[src/rtl/dual_cpu_ctl_pkg.sv]
package dual_cpu_ctl_pkg;

  localparam int NCPU   = 2;
  localparam int NROLE  = 4;
  localparam int NLAT   = NCPU * NROLE;
  localparam int SEL_W  = $clog2(NLAT);
  localparam int DLY_W  = 4;

  typedef enum logic [1:0] {
    ROLE_IPI = 2'd0,
    ROLE_NMI = 2'd1,
    ROLE_MAP = 2'd2,
    ROLE_FIQ = 2'd3
  } ctl_role_e;

  // position of a role bit for a CPU inside the latch word
  function automatic int lat_pos(input ctl_role_e role, input int cpu);
    return int'(role) * NCPU + cpu;
  endfunction

  // countdown step, saturating at zero
  function automatic logic [DLY_W-1:0] count_step(input logic [DLY_W-1:0] c);
    return (c == '0) ? '0 : c - 1'b1;
  endfunction

endpackage

[src/rtl/ctl_latch.sv]
module ctl_latch #(
  parameter int N     = 8,
  parameter int SEL_W = 3
) (
  input  logic             clk,
  input  logic             rst_n,
  input  logic             we,
  input  logic [SEL_W:0]   wdata,
  output logic [N-1:0]     q
);

  logic [SEL_W-1:0] sel;
  logic             val;
  logic [N-1:0]     hit;

  assign sel = wdata[SEL_W-1:0];
  assign val = wdata[SEL_W];

  for (genvar i = 0; i < N; i++) begin : g_bit
    assign hit[i] = we && (sel == SEL_W'(i));
    always_ff @(posedge clk) begin
      if (!rst_n)      q[i] <= 1'b0;
      else if (hit[i]) q[i] <= val;
    end
  end

  // a write touches at most one output
  assert_single_bit_R1: assert property (@(posedge clk) disable iff (!rst_n)
    we |=> ($countones(q ^ $past(q)) <= 1));

  // without a write nothing moves
  assert_hold_idle_R1: assert property (@(posedge clk) disable iff (!rst_n)
    (!we && $past(rst_n)) |=> $stable(q));

  // strobes are exclusive
  assert_hit_onehot_R1: assert property (@(posedge clk) disable iff (!rst_n)
    $onehot0(hit));

endmodule

[src/rtl/map_timer.sv]
module map_timer #(
  parameter int DLY_W = 4
) (
  input  logic             clk,
  input  logic             rst_n,
  input  logic             load,
  input  logic [DLY_W-1:0] load_val,
  input  logic             req,
  input  logic             fetch,
  output logic             act,
  output logic             busy,
  output logic             expire
);

  logic [DLY_W-1:0] cnt;

  assign expire = busy && (cnt == '0) && !fetch && !load;

  always_ff @(posedge clk) begin
    if (!rst_n) begin
      cnt  <= '0;
      busy <= 1'b0;
      act  <= 1'b0;
    end else if (fetch) begin
      busy <= 1'b0;
      act  <= 1'b0;
    end else if (load) begin
      cnt  <= load_val;
      busy <= 1'b1;
    end else if (busy) begin
      if (cnt == '0) begin
        act  <= req;
        busy <= 1'b0;
      end else begin
        cnt <= dual_cpu_ctl_pkg::count_step(cnt);
      end
    end
  end

  // fetch forces the system map and cancels the countdown
  assert_fetch_sys_R8: assert property (@(posedge clk) disable iff (!rst_n)
    fetch |=> (!act && !busy));

  // on expiry the active map follows the request seen at that edge
  assert_expire_take_R3: assert property (@(posedge clk) disable iff (!rst_n)
    expire |=> (act == $past(req)));

  // a load without fetch (re)arms the countdown
  assert_restart_R5: assert property (@(posedge clk) disable iff (!rst_n)
    (load && !fetch) |=> busy);

  // with no countdown ending and no fetch, the active map is steady
  assert_act_steady_R6: assert property (@(posedge clk) disable iff (!rst_n)
    (!expire && !fetch && $past(rst_n)) |=> $stable(act));

  // leaving reset on the system map
  assert_reset_sys_R9: assert property (@(posedge clk)
    $rose(rst_n) |-> (!act && !busy));

endmodule

[src/rtl/dual_cpu_ctl.sv]
module dual_cpu_ctl
  import dual_cpu_ctl_pkg::*;
(
  input  logic             clk,
  input  logic             rst_n,
  input  logic             lat_we,
  input  logic [3:0]       lat_wdata,
  input  logic [1:0]       map_we,
  input  logic [3:0]       map_wdata,
  input  logic [1:0]       vec_fetch,
  input  logic             rd_cpu,
  output logic [1:0]       ipi_req,
  output logic [1:0]       nmi_rst,
  output logic [1:0]       map_req,
  output logic [1:0]       fiq_req,
  output logic [1:0]       act_map,
  output logic [2:0]       map_stat
);

  logic [NLAT-1:0] lat_q;
  logic [NCPU-1:0] tmr_busy;
  logic [NCPU-1:0] tmr_expire;

  ctl_latch #(.N(NLAT), .SEL_W(SEL_W)) u_latch (
    .clk   (clk),
    .rst_n (rst_n),
    .we    (lat_we),
    .wdata (lat_wdata[SEL_W:0]),
    .q     (lat_q)
  );

  for (genvar c = 0; c < NCPU; c++) begin : g_cpu
    assign ipi_req[c] = lat_q[lat_pos(ROLE_IPI, c)];
    assign nmi_rst[c] = lat_q[lat_pos(ROLE_NMI, c)];
    assign map_req[c] = lat_q[lat_pos(ROLE_MAP, c)];
    assign fiq_req[c] = lat_q[lat_pos(ROLE_FIQ, c)];

    map_timer #(.DLY_W(DLY_W)) u_timer (
      .clk      (clk),
      .rst_n    (rst_n),
      .load     (map_we[c]),
      .load_val (map_wdata[DLY_W-1:0]),
      .req      (map_req[c]),
      .fetch    (vec_fetch[c]),
      .act      (act_map[c]),
      .busy     (tmr_busy[c]),
      .expire   (tmr_expire[c])
    );
  end

  always_ff @(posedge clk) begin
    if (!rst_n) map_stat <= '0;
    else        map_stat <= {act_map[1], act_map[0], rd_cpu};
  end

  // quiet CPU 1 keeps its map while CPU 0 is busy
  assert_cpu_isolate_R10: assert property (@(posedge clk) disable iff (!rst_n)
    (!map_we[1] && !vec_fetch[1] && !tmr_busy[1] && $past(rst_n))
      |=> $stable(act_map[1]));

  // reader identity bit follows the reader
  assert_stat_reader_R7: assert property (@(posedge clk) disable iff (!rst_n)
    1'b1 |=> (map_stat[0] == $past(rd_cpu)));

  // nothing pending right after reset
  assert_reset_idle_R9: assert property (@(posedge clk)
    $rose(rst_n) |-> (tmr_busy == '0 && lat_q == '0));

endmodule

[config.mk]
export PLATFORM = sky130hd
export DESIGN_NAME = dual_cpu_ctl
export DESIGN_NICKNAME = d
export VERILOG_FILES = /design/src/rtl/dual_cpu_ctl_pkg.sv /design/src/rtl/ctl_latch.sv /design/src/rtl/map_timer.sv /design/src/rtl/dual_cpu_ctl.sv
export SDC_FILE = /design/constraint.sdc
export NUM_CORES = 1
export LEC_CHECK = 0
export BUFFER_PORTS_ARGS = -buffer_cell sky130_fd_sc_hd__buf_2
export CAP_MARGIN = 10
export CORE_AREA = 2 2 47 70
export DETAILED_ROUTE_END_ITERATION = 8
export DIE_AREA = 0 0 49 72
export GPL_ROUTABILITY_DRIVEN = 0
export PLACE_DENSITY = 0.69
export SLEW_MARGIN = 10
export SYNTH_ARGS = -nofsm -noshare
export SYNTH_HDL_FRONTEND = slang
export SYNTH_SLANG_ARGS = --single-unit
[constraint.sdc]
create_clock -name clk -period 4.3 [get_ports clk]
set_clock_uncertainty 0.05 [all_clocks]
set_input_delay 0.43 -clock clk [delete_from_list [all_inputs] [get_ports clk]]
set_output_delay 0.43 -clock clk [all_outputs]
set_load 0.03 [all_outputs]
==> results of run 1 <==
layout by cell type (no fill, tap or decap), drive strengths merged, types with 2 or more instances in the layout:
cell,n
clkbuf,4
mux2i,11
nand2,13
buf,28
ha,3
nor4b,3
nand4b,2
a21oi,5
nor3b,2
nand2b,2
a32o,2
inv,5
o21bai,2
and2,3
o21ai,6
nor2,16
nor3,5
dfxtp,23
cell families after synthesis:
kind of cell | count (synthesis) | share of synthesized area
xor gates and xnor gates | 1 | 0.00781
and+or+nand+nor | 51 | 0.244
muxes | 12 | 0.108
buffers and inverters | 15 | 0.0747
DFF | 23 | 0.410
adders and majority gates | 3 | 0.0334
AOI/OAI and AO/OA | 20 | 0.122
metal layers:
| metal | global-route usage | share of wire | up-vias |
|---|---|---|---|
| met1 | 0.146 | 0.43 | 440 |
| met2 | 0.256 | 0.51 | 26 |
| met4 | 0.0857 | 0.029 | 0 |
| li1 | - | - | 477 |
| met3 | 0.0226 | 0.033 | 8 |
| met5 | 0 | 0 | - |
layout make-up:
class | instances | area [µm²]
Multi-Input combinational cell | 87 | 578
Sequential cell | 23 | 460
Fill cell | 310 | 1620
Inverter | 6 | 22.5
Timing Repair Buffer | 28 | 140
Clock buffer | 4 | 45.0
Tap cell | 39 | 48.8
state kept, by name, indices dropped and copies added, names as in the netlist:
register / flops
map_stat: 3
g_cpu.u_timer.cnt: 8
g_cpu.u_timer.act: 2
u_latch.q: 8
g_cpu.u_timer.busy: 2
metrics by stage:
step / cell area, µm² / utilization / hold slack, ns / power, mW
finish: 1290 / 0.445 / 0.308 / 0.430
global route: 1290 / 0.445 / 0.320 / 0.451
CTS: 1290 / 0.445 / 0.308 / 0.435
detailed placement: 1250 / 0.429 / 0.429 / 0.304
global placement: 1250 / 0.429 / 0.417 / 0.301
floorplan: 1120 / - / 0.403 / 0.284
final timing paths:
| kind | startpoint | to | slack, ns |
|---|---|---|---|
| worst min register to register | g_cpu[1].u_timer.act$_SDFFE_PP0P_ | map_stat[2]$_SDFF_PN0_ | 0.44 |
| worst max-delay path | g_cpu[0].u_timer.cnt[0]$_SDFFE_PN0P_ | g_cpu[0].u_timer.cnt[2]$_SDFFE_PN0P_ | 2.51 |
| worst min-delay path | vec_fetch[0] | g_cpu[0].u_timer.act$_SDFFE_PP0P_ | 0.31 |
| worst max register to register | g_cpu[0].u_timer.cnt[0]$_SDFFE_PN0P_ | g_cpu[0].u_timer.cnt[2]$_SDFFE_PN0P_ | 2.51 |
power groups by stage:
stage | logic, mW | registers, mW | clock network (mW)
global placement | 0.0677 | 0.234 | 0
finish | 0.0696 | 0.229 | 0.131
CTS | 0.0699 | 0.229 | 0.136
global route | 0.0784 | 0.231 | 0.142
floorplan | 0.0479 | 0.236 | 0
detailed placement | 0.0697 | 0.234 | 0
critical path, cell delays in order (launching register included):
cell	delay, ns
dfxtp_1	0.40
inv_1	0.08
ha_1	0.21
nor4b_1	0.14
or3_1	0.47
o211ai_1	0.21
o31ai_1	0.10
==> results.md, run 1 <==
* Run status: completed
* HPWL Detailed at 1750 µm
* WS Path Type: flop to flop
* P per Cell Area at 332 mW/mm²
* Synth Register Bits at 23
* Fmax at between 500 and 600 MHz
* Routed vias at 951
* VDD IR max at 0.222 mV
* Final Hold Viols at 0
* Number of global-route vias before repair at 995
* Sequential share of power at 0.533
* Layout area overhead at 15.4%
* Critical Path RT at 4.39 ns
* CTS buffer count at 3
* N_diodes at 0
* CTS tree: built
* Total grt overflow at 0
* Post-Syn Area at 0.00112 mm²
* Int Pwr at 0.318 mW
* Largest net degree at the start of global routing at 18
* Logic pwr share at 0.162
* Setup crit end kind: flop
* Routed length per instance at 11.9 µm
* Setup WS pre-CTS at 2.52 ns
* Clock Latency Late Sink at between 0.2 and 0.3 ns
* Initial Util at 0.385
* Worst setup SP type: flop
* Asr flop ratio synth at 0
* CTS Buffer Depth at 2
* Fin cells at 187
* Leading post-synthesis cells by cell area: dfxtp_1 41%, mux2i_1 9.8%, nor2_1 5.0%
* DR vias/cell at 5.09
* Clock Root Buffer: clkbuf_8
* Setup TNS at 0 ns
* Clock power frac at 0.306
* Switching Power at 0.112 mW
* Synth top cells by count: 23 x dfxtp_1, 15 x nor2_1, 13 x nand2_1, 11 x mux2i_1
* # nets final at 168
* Final WL at 2230 µm
* First-pass GRT wire length at 3940 µm
* Clock slew at reported path FFs at ~0.080 ns
* RSZ-0062 raised after global routing: false
* Critical path arrival at around 1.9 ns
* Final setup violation count at 0
* Max_slew headroom at 0.664
* Number of gates resized after CTS at 0
* 1st-iter DRT viols at 13
* Drt drc at 0
* Post-route setup slack at 2.51 ns
* Leading area contributor after synthesis: dfxtp_1
* Crit Path Max Fanout at 6
* Router iterations before antenna repair at 2
* Post-layout min period at around 1.8 ns
* Avg Inst Size Synth at 8.98 µm²
* Reg2reg path depth at 6
* Worst Hold Class: input port to flop
* CTS H-tree lvls at 1
* Hold_buf cts at 0
* Ys flop type: dfxtp_1
* Sequential cell area fraction in the yosys report at 0.410
* Switching Share at 0.261
* Total of max-cap violations at 0
* Die ar. at 0.00353 mm²
* Most frequent cell after synthesis: dfxtp_1
* Ports at 29
* Syn nets at 144
* Detail Route Antenna Nets at 0
* Area share of the leading cell type in the synthesized netlist at 0.410
* Core Area at approximately 0.003 mm²
* Gr usage total at 0.139
* Chip height at 72 µm
* Row count at 24
* Post-synth EDFFs at 0
* Initial antenna violation count at 0
* Total number of yosys warnings at 0
* Share of layout cells above drive strength 1 at 0.243
* Placed cells at between 150 and 200
* CTS sink count at 23
* Tcrit/Tclk final at 0.415
* Port bufs at 28
* Cells after Synth at 125
* Synth unique cells at 37
* Slew Limit Fails at 0
* Worst Tran Pin Value at 0.501 ns
* # Post-CTS Setup Buffers at 0
* Worst Hold Path Cells at 2
* Die width at 49 µm
* Static Leakage at 0.578 nW
Power figures use the tool's default switching activity.
==> inputs of run 2 (changes only) <==
Settings changed: PLACE_DENSITY 0.69 to 0.71.
Clock period 4.3 ns to 1.6 ns, I/O delays scaled along.
==> run 2 against run 1 <==
Compared with the run above: cell count rose by 2.7%; count of clock-buffer cells in the layout fell by 1; non-clock buffer count is 5 higher; die area did not move; sequential cell count unchanged; total power rose to 2.8 times the previous value; global-route usage decreased by 0.50 points; sequential share of layout area fell by 1.8 points; sequential power rose to 2.7 times the previous value; hold slack got worse by 0.27 ns; combinational power rose to 3.1 times the previous value.
==> results.md, run 2 (same netlist as run 1, synthesis figures left out) <==
* Run status: completed (unchanged)
* Post-layout min period at 1.56 ns (was 1.79 ns)
* CTS tree: built (unchanged)
* Tcrit/Tclk final at 0.977 (was 0.415)
* Fmax at 640 MHz (was 560 MHz)
* Setup crit end kind: flop (unchanged)
* CTS H-tree lvls at 1 (unchanged)
* Largest net degree at the start of global routing at 14 (was 18)
* Port bufs at 28 (unchanged)
* RSZ-0062 raised after global routing: true (was false)
* Initial antenna violation count at 0 (unchanged)
* 1st-iter DRT viols at 11 (was 13)
* Critical path arrival at 1.66 ns (was 1.87 ns)
* Gr usage total at 0.134 (was 0.139)
* Worst Tran Pin Value at 0.311 ns (was 0.501 ns)
* Slew Limit Fails at 0 (unchanged)
* Initial Util at 0.385 (unchanged)
* CTS sink count at 23 (unchanged)
* Core Area at 0.00291 mm² (unchanged)
* N_diodes at 0 (unchanged)
* Drt drc at 0 (unchanged)
* DR vias/cell at 5.02 (was 5.09)
* Share of layout cells above drive strength 1 at 0.327 (was 0.243)
* Final setup violation count at 0 (unchanged)
* CP cell instances: inv_2, ha_4, nor4b_4, or3_4, o211ai_1, o31ai_1 (was inv_1, ha_1, nor4b_1, or3_1, o211ai_1, o31ai_1)
* Final WL at 2250 µm (was 2230 µm)
* First-pass GRT wire length at 3770 µm (was 3940 µm)
* Area of the multi-input gates at 613 µm² (was 578 µm²)
* Ports at 29 (unchanged)
* Most frequent cells in the layout: 28 x buf_2, 21 x dfxtp_1, 14 x nor2_1 (was 28 x buf_2, 23 x dfxtp_1, 15 x nor2_1)
* WS Path Type: flop to flop (unchanged)
* Final Hold Viols at 0 (unchanged)
* Critical Path RT at 1.70 ns (was 4.39 ns)
* Largest regs: g_cpu.u_timer.cnt x8, u_latch.q x8, map_stat x3 (unchanged)
* Post-route setup slack at 0.0367 ns (was 2.51 ns)
* Total of max-cap violations at 0 (unchanged)
* Routed vias at 964 (was 951)
* Clock slew at reported path FFs at 0.08 ns (about the same)
* Chip height at 72 µm (unchanged)
* Clock Latency Late Sink at 0.26 ns (about the same)
* Max_slew headroom at 0.792 (was 0.664)
* CTS Buffer Depth at 2 (unchanged)
* Detail Route Antenna Nets at 0 (unchanged)
* Worst Hold Class: input port to flop (unchanged)
* # fillers at 292 (was 310)
* Slowest cell delay on critical path at 0.44 ns (was 0.47 ns)
* Hold Slack at 0.0337 ns (was 0.308 ns)
* Die ar. at 0.00353 mm² (unchanged)
* VDD IR max at 0.506 mV (was 0.222 mV)
* Die width at 49 µm (unchanged)
* Clock Root Buffer: clkbuf_8 (unchanged)
* Worst setup SP type: flop (unchanged)
* Total grt overflow at 0 (unchanged)
* Number of global-route vias before repair at 922 (was 995)
* CTS buffer count at 3 (unchanged)
* # nets final at 173 (was 168)
* Layout area overhead at 22.2% (was 15.4%)
* Router iterations before antenna repair at 4 (was 2)
* HPWL Detailed at 1760 µm (was 1750 µm)
* CP max-delay cell: or3_4 (was or3_1)
* P per Cell Area at 872 mW/mm² (was 332 mW/mm²)
* Tot Pwr at 1.20 mW (was 0.430 mW)
* Setup WS pre-CTS at -0.0747 ns (was 2.52 ns)
* Static Leakage at 0.619 nW (was 0.578 nW)
* Routed length per instance at 11.7 µm (was 11.9 µm)
* Crit Path Max Fanout at 6 (unchanged)
* Row count at 24 (unchanged)
* Register area at 463 µm² (was 460 µm²)
* Commonest non-fill, non-tap cell in the layout: buf_2 (unchanged)
run 2: cell count changes in the layout (fill, tap and decap cells not counted), moves of 2 or more:
cell and delta:
buf_4 +5, dfxtp_2 +2, inv_1 -2, inv_2 +2, dfxtp_1 -2
run 2: critical path: cells and delay by family, from the launching register on:
kind            cells  cell delay, ns
simple gates        2            0.56
flops               1            0.34
compound gates      2            0.29
fa+ha+maj           1            0.16
buf+inv             1            0.05
run 2: timing repair:
| action | CTS | global route |
|---|---|---|
| gates resized for setup | 1 | 7 |
| buffers inserted | 0 | 1 |
| endpoints found under the setup margin | 3 | 2 |
| gates cloned | 0 | 0 |
| pin swaps | 1 | 5 |
| hold buffers | 0 | 0 |
run 2: area by class of cell:
| class | count | area share |
|---|---|---|
| Clock buffer | 3 | 0.0301 |
| Clock inverter | 1 | 0.00365 |
| Inverter | 6 | 0.0164 |
| Multi-Input combinational cell | 87 | 0.447 |
| Sequential cell | 23 | 0.338 |
| Tap cell | 39 | 0.0356 |
| Timing Repair Buffer | 33 | 0.130 |
run 2: metrics by stage:
stage,instances,instance area [µm²],TNS (ns),util
6_report,192,1370,0,0.471
5_1_grt,192,1370,-0.0270,0.471
4_1_cts,191,1340,0,0.458
3_5_place_dp,187,1280,-0.0946,0.441
3_3_place_gp,187,1280,0,0.441
2_1_floorplan,125,1130,0,-
run 2: per-layer routing:
| metal | GRT usage | wire length, µm | share of wire |
|---|---|---|---|
| met1 | 0.143 | 890 | 0.40 |
| met2 | 0.254 | 1220 | 0.54 |
| met3 | 0.0185 | 100 | 0.044 |
| met4 | 0.0667 | 42 | 0.019 |
| met5 | 0 | 0 | 0 |
run 2: final timing paths:
kind,cells past startpoint,slack [ns],from,endpoint
worst max-delay path,6,0.04,g_cpu[0].u_timer.cnt[1]$_SDFFE_PN0P_,g_cpu[0].u_timer.cnt[2]$_SDFFE_PN0P_
worst min-delay path,2,0.03,vec_fetch[1],g_cpu[1].u_timer.act$_SDFFE_PP0P_
worst max register to register,6,0.04,g_cpu[0].u_timer.cnt[1]$_SDFFE_PN0P_,g_cpu[0].u_timer.cnt[2]$_SDFFE_PN0P_
worst min register to register,1,0.44,g_cpu[0].u_timer.act$_SDFFE_PP0P_,map_stat[1]$_SDFF_PN0_
run 2: where the power goes:
| group | internal, mW | leakage (nW) | switching (mW) |
|---|---|---|---|
| clock network | 0.174 | 0.0255 | 0.189 |
| registers | 0.595 | 0.188 | 0.0211 |
| logic | 0.104 | 0.406 | 0.112 |
| total | 0.873 | 0.619 | 0.322 |
==> inputs of run 3 (changes only) <==
Settings changed: BUFFER_PORTS_ARGS -buffer_cell sky130_fd_sc_hd__buf_2 to default, CTS_BUF_LIST from default to sky130_fd_sc_hd__clkbuf_16, DONT_BUFFER_PORTS from default to 1, PLACE_DENSITY 0.71 to 0.62.
==> run 3 against run 2 <==
Compared with the run above: count of clock-buffer cells in the layout did not move; hold slack worse by 0.029 ns; sequential power grew 2%; critical endpoint unchanged; largest cell class unchanged; largest power group unchanged; highest routed layer unchanged.
==> results.md, run 3 (same netlist as run 1, synthesis figures left out) <==
* Run status: completed (unchanged)
* Slowest cell delay on critical path at 0.42 ns (was 0.44 ns)
* Final WL at 2380 µm (was 2250 µm)
* Die ar. at 0.00353 mm² (unchanged)
* 1st-iter DRT viols at 9 (was 11)
* Die width at 49 µm (unchanged)
* CP cell instances: inv_2, ha_4, nor4b_1, or3_4, o211ai_1, o31ai_1 (was inv_2, ha_4, nor4b_4, or3_4, o211ai_1, o31ai_1)
* Clock Root Buffer: clkbuf_16 (was clkbuf_8)
* Layout area overhead at 14.4% (was 22.2%)
* Clock slew at reported path FFs at 0.06 ns (was 0.08 ns)
* CTS H-tree lvls at 1 (unchanged)
* Critical Path RT at 1.69 ns (was 1.70 ns)
* CTS Buffer Depth at 2 (unchanged)
* DR vias/cell at 5.27 (was 5.02)
* Placed cells at 158 (was 187)
* Setup crit end kind: flop (unchanged)
* Max_slew headroom at 0.740 (was 0.792)
* CTS sink count at 23 (unchanged)
* Largest regs: g_cpu.u_timer.cnt x8, u_latch.q x8, map_stat x3 (unchanged)
* # nets final at 148 (was 173)
* Most frequent cells in the layout: 21 x dfxtp_1, 14 x nor2_1, 13 x nand2_1 (was 28 x buf_2, 21 x dfxtp_1, 14 x nor2_1)
* Slew Limit Fails at 0 (unchanged)
* Fmax at 659 MHz (was 640 MHz)
* WS Path Type: flop to flop (unchanged)
* Chip height at 72 µm (unchanged)
* Worst setup SP type: flop (unchanged)
* Commonest non-fill, non-tap cell in the layout: dfxtp_1 (was buf_2)
* VDD IR max at 0.605 mV (was 0.506 mV)
* Routed vias at 880 (was 964)
* Number of global-route vias before repair at 908 (was 922)
* Crit path max-delay family: simple AND/OR/NAND/NOR gates (unchanged)
* Crit path capture: g_cpu[0].u_timer.cnt[2]$_SDFFE_PN0P_ (unchanged)
* N_diodes at 0 (unchanged)
* Crit Path Max Fanout at 6 (unchanged)
* Worst R2R Start: g_cpu[0].u_timer.cnt[1]$_SDFFE_PN0P_ (unchanged)
* Port bufs at 0 (was 28)
* Initial antenna violation count at 0 (unchanged)
* Worst Tran Pin Value at 0.389 ns (was 0.311 ns)
* CTS buffer count at 3 (unchanged)
* Core Area at 0.00291 mm² (unchanged)
* Fin cells at 167 (was 192)
* RSZ-0062 raised after global routing: true (unchanged)
* Hold Slack at 0.00434 ns (was 0.0337 ns)
* Routed length per instance at 14.3 µm (was 11.7 µm)
* # fillers at 304 (was 292)
* P per Cell Area at 1030 mW/mm² (was 872 mW/mm²)
* Largest net degree at the start of global routing at 14 (unchanged)
* Area of the multi-input gates at 598 µm² (was 613 µm²)
* Reg-to-reg slack, setup at 0.08 ns (was 0.04 ns)
* Terminus of the critical flop-to-flop path: g_cpu[0].u_timer.cnt[2]$_SDFFE_PN0P_ (unchanged)
* Total grt overflow at 0 (unchanged)
* Post-layout min period at 1.52 ns (was 1.56 ns)
* Critical path arrival at 1.61 ns (was 1.66 ns)
* Row count at 24 (unchanged)
* Gr usage total at 0.147 (was 0.134)
* # Post-CTS Setup Buffers at 0 (unchanged)
* Register area at 463 µm² (unchanged)
* Tcrit/Tclk final at 0.948 (was 0.977)
* WP buf/inv at 1 (unchanged)
* Initial Util at 0.385 (unchanged)
* Drt drc at 0 (unchanged)
* HPWL Detailed at 1740 µm (was 1760 µm)
* Share of layout cells above drive strength 1 at 0.141 (was 0.327)
* Setup TNS at 0 ns (unchanged)
* Detail Route Antenna Nets at 0 (unchanged)
* Clock Latency Late Sink at 0.26 ns (about the same)
* Router iterations before antenna repair at 4 (unchanged)
* Total of max-cap violations at 0 (unchanged)
* Reg2reg path depth at 6 (unchanged)
* Static Leakage at 0.508 nW (was 0.619 nW)
* Ports at 29 (unchanged)
* CP Depth at 6 (unchanged)
* CP max-delay cell: or3_4 (unchanged)
* Crit path from: g_cpu[0].u_timer.cnt[1]$_SDFFE_PN0P_ (unchanged)
* Worst Hold Class: input port to flop (unchanged)
* CTS tree: built (unchanged)
* Final setup violation count at 0 (unchanged)
* First-pass GRT wire length at 3920 µm (was 3770 µm)
* Final Hold Viols at 0 (unchanged)
-- run 3: what timing repair did --
item	4_1_cts	5_1_grt
pin swaps	0	3
endpoints found under the hold margin	7	0
gates resized for setup	1	5
setup endpoints to repair	2	2
hold buffers	5	0
-- run 3: worst min-delay path by stage --
stage / from / endpoint / cells past startpoint
after floorplan: vec_fetch[0] / g_cpu[0].u_timer.act$_SDFFE_PP0P_ / 1
after global placement: vec_fetch[1] / g_cpu[1].u_timer.act$_SDFFE_PP0P_ / 1
after detailed placement: vec_fetch[0] / g_cpu[0].u_timer.act$_SDFFE_PP0P_ / 1
after CTS: lat_wdata[3] / u_latch.q[3]$_SDFFE_PN0P_ / 2
after global routing: lat_wdata[3] / u_latch.q[4]$_SDFFE_PN0P_ / 2
final: rst_n / g_cpu[0].u_timer.cnt[2]$_SDFFE_PN0P_ / 2
-- run 3: worst reg2reg max path, stage by stage (launching register included) --
cell	delay, ns
dfxtp_2	0.34
inv_2	0.05
ha_4	0.15
nor4b_1	0.13
or3_4	0.42
o211ai_1	0.19
o31ai_1	0.09
-- run 3: layout make-up --
class                           instances  area share
Clock buffer                            3      0.0585
Clock inverter                          1     0.00292
Inverter                                6      0.0175
Multi-Input combinational cell         87       0.466
Sequential cell                        23       0.361
Tap cell                               39      0.0380
Timing Repair Buffer                    8      0.0565
-- run 3: report_power, final --
part           leakage [nW]  switching, mW  internal [mW]
registers             0.188         0.0313          0.596
clock network        0.0423          0.205          0.334
logic                 0.278         0.0727         0.0847
-- run 3: metal layers --
metal,share of wire,up-vias,wire length (µm),global-route usage
met2,0.49,31,1170,0.257
met4,0.029,0,68,0.0952
li1,-,436,-,-
met5,0,-,0,0
met3,0.096,5,229,0.0576
met1,0.38,408,908,0.143
-- run 3: through the flow --
stage / utilization / cell area (µm²) / setup slack, ns / power (mW)
after CTS: 0.436 / 1270 / 0.0538 / 1.33
after global routing: 0.441 / 1280 / -0.0109 / 1.38
final: 0.441 / 1280 / 0.0836 / 1.32
after floorplan: - / 1130 / 0.0102 / 0.763
after detailed placement: 0.390 / 1140 / -0.0244 / 0.778
after global placement: 0.390 / 1140 / 0.00618 / 0.773
